[src/rtl/ssu_pkg.sv]
package ssu_pkg;
  typedef enum logic [1:0] {
    OP_ROTC = 2'b00,
    OP_SWAP = 2'b01,
    OP_ASHR = 2'b10,
    OP_SEXT = 2'b11
  } ssu_op_e;

  typedef struct packed {
    logic v;
    logic n;
    logic z;
    logic c;
  } ssu_flags_t;
endpackage

[src/rtl/ssu_datapath.sv]
module ssu_datapath
  import ssu_pkg::*;
#(
  parameter int WIDTH = 16
) (
  input  logic [WIDTH-1:0] a,
  input  ssu_op_e          op,
  input  logic             byte_mode,
  input  logic             cin,
  output logic [WIDTH-1:0] res,
  output logic             cout,
  output logic             narrow
);
  localparam int HALF = WIDTH / 2;

  logic             is_shift;
  logic             top_in;
  logic [WIDTH-1:0] shifted;
  logic [WIDTH-1:0] lane_keep;

  assign is_shift = (op == OP_ROTC) || (op == OP_ASHR);
  assign narrow   = is_shift && byte_mode;

  // Bit entering the top position of the active lane
  always_comb begin
    if (op == OP_ROTC) top_in = cin;
    else               top_in = narrow ? a[HALF-1] : a[WIDTH-1];
  end

  // Lane mask: upper half kept only for full-width work
  genvar gi;
  generate
    for (gi = 0; gi < WIDTH; gi++) begin : g_lane
      if (gi < HALF) begin : g_lo
        assign lane_keep[gi] = 1'b1;
      end else begin : g_hi
        assign lane_keep[gi] = ~narrow;
      end
    end
  endgenerate

  always_comb begin
    shifted = {1'b0, a[WIDTH-1:1]};
    if (narrow) shifted[HALF-1] = top_in;
    else        shifted[WIDTH-1] = top_in;
    shifted = shifted & lane_keep;
  end

  always_comb begin
    unique case (op)
      OP_SWAP: res = {a[HALF-1:0], a[WIDTH-1:HALF]};
      OP_SEXT: res = {{HALF{a[HALF-1]}}, a[HALF-1:0]};
      default: res = shifted;
    endcase
  end

  assign cout = a[0];
endmodule

[src/rtl/ssu_flags.sv]
module ssu_flags
  import ssu_pkg::*;
#(
  parameter int WIDTH = 16
) (
  input  logic [WIDTH-1:0] res,
  input  ssu_op_e          op,
  input  logic             narrow,
  input  logic             shift_out,
  output ssu_flags_t       flags,
  output logic [3:0]       mask
);
  localparam int HALF = WIDTH / 2;

  logic zero, neg;

  assign zero = (res == '0);
  assign neg  = narrow ? res[HALF-1] : res[WIDTH-1];

  always_comb begin
    flags = '0;
    mask  = 4'b0000;
    unique case (op)
      OP_SWAP: begin
        flags = '0;
        mask  = 4'b0000;
      end
      OP_SEXT: begin
        flags.n = neg;
        flags.z = zero;
        flags.c = ~zero;
        mask    = 4'b1111;
      end
      default: begin
        flags.n = neg;
        flags.z = zero;
        flags.c = shift_out;
        mask    = 4'b1111;
      end
    endcase
  end
endmodule

[src/rtl/shift_swap_unit.sv]
module shift_swap_unit
  import ssu_pkg::*;
#(
  parameter int WIDTH = 16
) (
  input  logic             clk,
  input  logic             rst,
  input  logic [WIDTH-1:0] op_a,
  input  logic [1:0]       op_sel,
  input  logic             byte_mode,
  input  logic             carry_in,
  output logic [WIDTH-1:0] result,
  output logic             flag_v,
  output logic             flag_n,
  output logic             flag_z,
  output logic             flag_c,
  output logic [3:0]       flag_mask
);
  ssu_op_e          op;
  logic [WIDTH-1:0] nxt_res;
  logic             nxt_cout;
  logic             nxt_narrow;
  ssu_flags_t       nxt_flags;
  logic [3:0]       nxt_mask;

  assign op = ssu_op_e'(op_sel);

  ssu_datapath #(.WIDTH(WIDTH)) u_dp (
    .a         (op_a),
    .op        (op),
    .byte_mode (byte_mode),
    .cin       (carry_in),
    .res       (nxt_res),
    .cout      (nxt_cout),
    .narrow    (nxt_narrow)
  );

  ssu_flags #(.WIDTH(WIDTH)) u_fl (
    .res       (nxt_res),
    .op        (op),
    .narrow    (nxt_narrow),
    .shift_out (nxt_cout),
    .flags     (nxt_flags),
    .mask      (nxt_mask)
  );

  always_ff @(posedge clk) begin
    if (rst) begin
      result    <= '0;
      flag_v    <= 1'b0;
      flag_n    <= 1'b0;
      flag_z    <= 1'b0;
      flag_c    <= 1'b0;
      flag_mask <= 4'b0000;
    end else begin
      result    <= nxt_res;
      flag_v    <= nxt_flags.v;
      flag_n    <= nxt_flags.n;
      flag_z    <= nxt_flags.z;
      flag_c    <= nxt_flags.c;
      flag_mask <= nxt_mask;
    end
  end
endmodule

[config.mk]
export PLATFORM = sky130hd
export DESIGN_NAME = shift_swap_unit
export DESIGN_NICKNAME = d
export VERILOG_FILES = /design/src/rtl/ssu_pkg.sv /design/src/rtl/ssu_datapath.sv /design/src/rtl/ssu_flags.sv /design/src/rtl/shift_swap_unit.sv
export SDC_FILE = /design/constraint.sdc
export NUM_CORES = 1
export LEC_CHECK = 0
export CELL_PAD_IN_SITES_DETAIL_PLACEMENT = 1
export CELL_PAD_IN_SITES_GLOBAL_PLACEMENT = 1
export CORE_MARGIN = 2
export CORE_UTILIZATION = 31
export DETAILED_ROUTE_END_ITERATION = 10
export PLACE_DENSITY_LB_ADDON = 0.1
export SLEW_MARGIN = 5
export SYNTH_ARGS = -nofsm -noshare
export SYNTH_HDL_FRONTEND = slang
export SYNTH_SLANG_ARGS = --single-unit
export TNS_END_PERCENT = 10
[constraint.sdc]
create_clock -name clk -period 2.8 [get_ports clk]
set_clock_uncertainty 0.1 [all_clocks]
set_input_delay 0.28 -clock clk [delete_from_list [all_inputs] [get_ports clk]]
set_output_delay 0.28 -clock clk [all_outputs]
set_load 0.02 [all_outputs]
==> reports/qor.yml <==
status: "finished, final reports clean"
cts_sinks: 20
drt_iter0_drc: 17
period_share: 0.786
timing.final.crit_period_ns: 2.20
tritoncts: "done"
yosysTopAreaCellShare: 0.400
path_cells: "clkdlybuf4s50_1, buf_4, mux2_2, mux2i_1, nand4_1, nor4_2, o2111a_1"
layout_commonest_cell: "clkdlybuf4s50_1"
ys_seq_area_frac: 0.400
gp_congestion: 0.857
slowest_stage: "clkdlybuf4s50_1"
final_cell_mix: "clkdlybuf4s50_1 (44), dfxtp_1 (20), nor2_1 (17)"
cap_violations: 0
tns_ns: 0
cp-end-kind: "flip-flop"
holdWs_ns: 0.562
hold_path_depth: 3
syn-num-nets: 134
grt_use_total: 0.168
path_class: "in2reg"
swShare: 0.294
cts_buffer_depth: 2
crit_arrival_ns: 2.35
antenna_left: 0
total_power_uw: 638
hold_viol_final: 0
gr-total-overflow: 0
p_leak_nw: 0.579
synth_largest_area_cell: "dfxtp_1"
tightestPinTransition_ns: 0.734
n_antenna_cell: 0
dpl_cell_area_sq_um: 1460
setup_viol: 0
nNetsFinal: 175
path_buf_inv: 2
ctsResizeCount: 0
viasPerCell: 4.94
post_cts_buffers: 0
wirelength_um: 2920
required_ns: 2.95
start_kind: "input port"
ys_warn_count: 0
max_slew_margin: 0.509
core_sq_um: 3050
grt_pass1_wl_um: 4530
h-tree-depth: 1
die_area_sq_um: 3700
worstHoldEndpoint: "result[2]$_SDFF_PP0_"
drt_pass1_iterations: 4
slew_violations: 0
p_seq_frac: 0.483
fmax_mhz: 454
cellInternalPower_uw: 450
vias: 964
initial_core_util: 0.328
p_comb_frac: 0.305
die_h_um: 60.9
powerDensity_nw_per_um2: 431
min_from: "op_a[3]"
ys_types: 31
cts_root_buf: "clkbuf_4"
drive_above_1_share: 0.132
synth_area_leaders: "dfxtp_1 (40%), mux2_2 (12%), mux2i_1 (7.0%)"
wl_per_cell_um: 15.0
grt_max_degree: 21
p_clk_frac: 0.212
rows: 20
path_clk_slew_ns: 0.11
drc: 0
min_path_type: "in2reg"
dp_hpwl_um: 2340
switchingPower_uw: 188
critPathMaxStageDelay_ns: 0.60
rsz0062_at_grt: "no"
area_delta_synth_final_pct: 47.6
die_w_um: 60.9
cp_top_family: "buffers and inverters"
port_buffers: 44
fin_area_sq_um: 1480
ys_ff_latch: 20
cp_max_fo: 11
grt_pass1_vias: 946
syn-cell-area_sq_um: 1000
avgSynthCellArea_sq_um: 8.95
synthCells: 112
ir_drop_uv: 210
ios: 46
cts.hold.buffers_added: 0
cts_inserted_buffers: 3
antenna_found_initial: 0
## synthesized netlist by cell type (all sizes together)
master and instances:
nand2 5, a32oi 1, a31oi 1, conb 1
nand4 2, a211oi 2, o21ai 3, nand3 2
o31ai 1, nor4 1, o22ai 1, o2111a 1
clkbuf 4, nor3b 1, mux2 11, o21a 1
mux2i 7, buf 8, o21bai 1, nor2 17
inv 4, a31o 1, a21oi 7, dfxtp 20
or4 1, a21boi 1, or3 1, a22oi 5
nor3 1
## power groups by stage
stage          registers (mW)  clock network, mW  logic [mW]
2_1_floorplan           0.339                  0      0.0790
3_3_place_gp            0.314                  0       0.193
3_5_place_dp            0.315                  0       0.195
4_1_cts                 0.309              0.138       0.196
5_1_grt                 0.310              0.149       0.210
6_report                0.308              0.135       0.195
## sequential cells by signal (all words and copies together), names as in the netlist
| signal | flops |
|---|---|
| result | 16 |
| flag_c | 1 |
| flag_mask | 1 |
| flag_n | 1 |
| flag_z | 1 |
## cell families (layout without fill, tap and decap cells)
| family | count (synthesis) | in the layout | share of synthesized area |
|---|---|---|---|
| AO/OA/AOI/OAI | 26 | 26 | 0.174 |
| multiplexers | 18 | 18 | 0.194 |
| AND/OR/NAND/NOR | 31 | 31 | 0.144 |
| other | 1 | 1 | 0.00374 |
| buffers and inverters | 16 | 55 | 0.0861 |
| flip-flops | 20 | 20 | 0.399 |
## layer usage
| layer | share of wire | track usage |
|---|---|---|
| met1 | 0.44 | 0.211 |
| met2 | 0.48 | 0.283 |
| met3 | 0.061 | 0.0384 |
| met4 | 0.016 | 0.0559 |
| met5 | 0 | 0 |
## worst min-delay path, cell delays in order
cell and delay, ns:
clkdlybuf4s50_1 0.47, nor2_1 0.12, a211oi_1 0.06
## worst max-delay path by stage
stage / startpoint / end / slack (ns) / cells past startpoint
2_1_floorplan: op_sel[1] / flag_z$_SDFF_PP0_ / 1.04 / 6
3_3_place_gp: op_sel[1] / flag_z$_SDFF_PP0_ / 0.35 / 7
3_5_place_dp: op_sel[1] / flag_z$_SDFF_PP0_ / 0.27 / 7
4_1_cts: op_sel[1] / flag_z$_SDFF_PP0_ / 0.59 / 7
5_1_grt: op_sel[1] / flag_z$_SDFF_PP0_ / 0.44 / 7
6_report: op_sel[1] / flag_z$_SDFF_PP0_ / 0.60 / 7
## through the flow
step | util | setup WS (ns) | std cells
6_report | 0.484 | 0.599 | 195
3_5_place_dp | 0.477 | 0.275 | 192
4_1_cts | 0.484 | 0.595 | 195
5_1_grt | 0.484 | 0.442 | 195
2_1_floorplan | - | 1.04 | 112
3_3_place_gp | 0.477 | 0.350 | 192
## cell type report
| type | count | area [sq um] |
|---|---|---|
| Fill cell | 378 | 1570 |
| Timing Repair Buffer | 48 | 470 |
| Multi-Input combinational cell | 76 | 515 |
| Clock buffer | 3 | 22.5 |
| Tap cell | 44 | 55.1 |
| Inverter | 4 | 15.0 |
| Sequential cell | 20 | 400 |
Power figures use the tool's default switching activity.
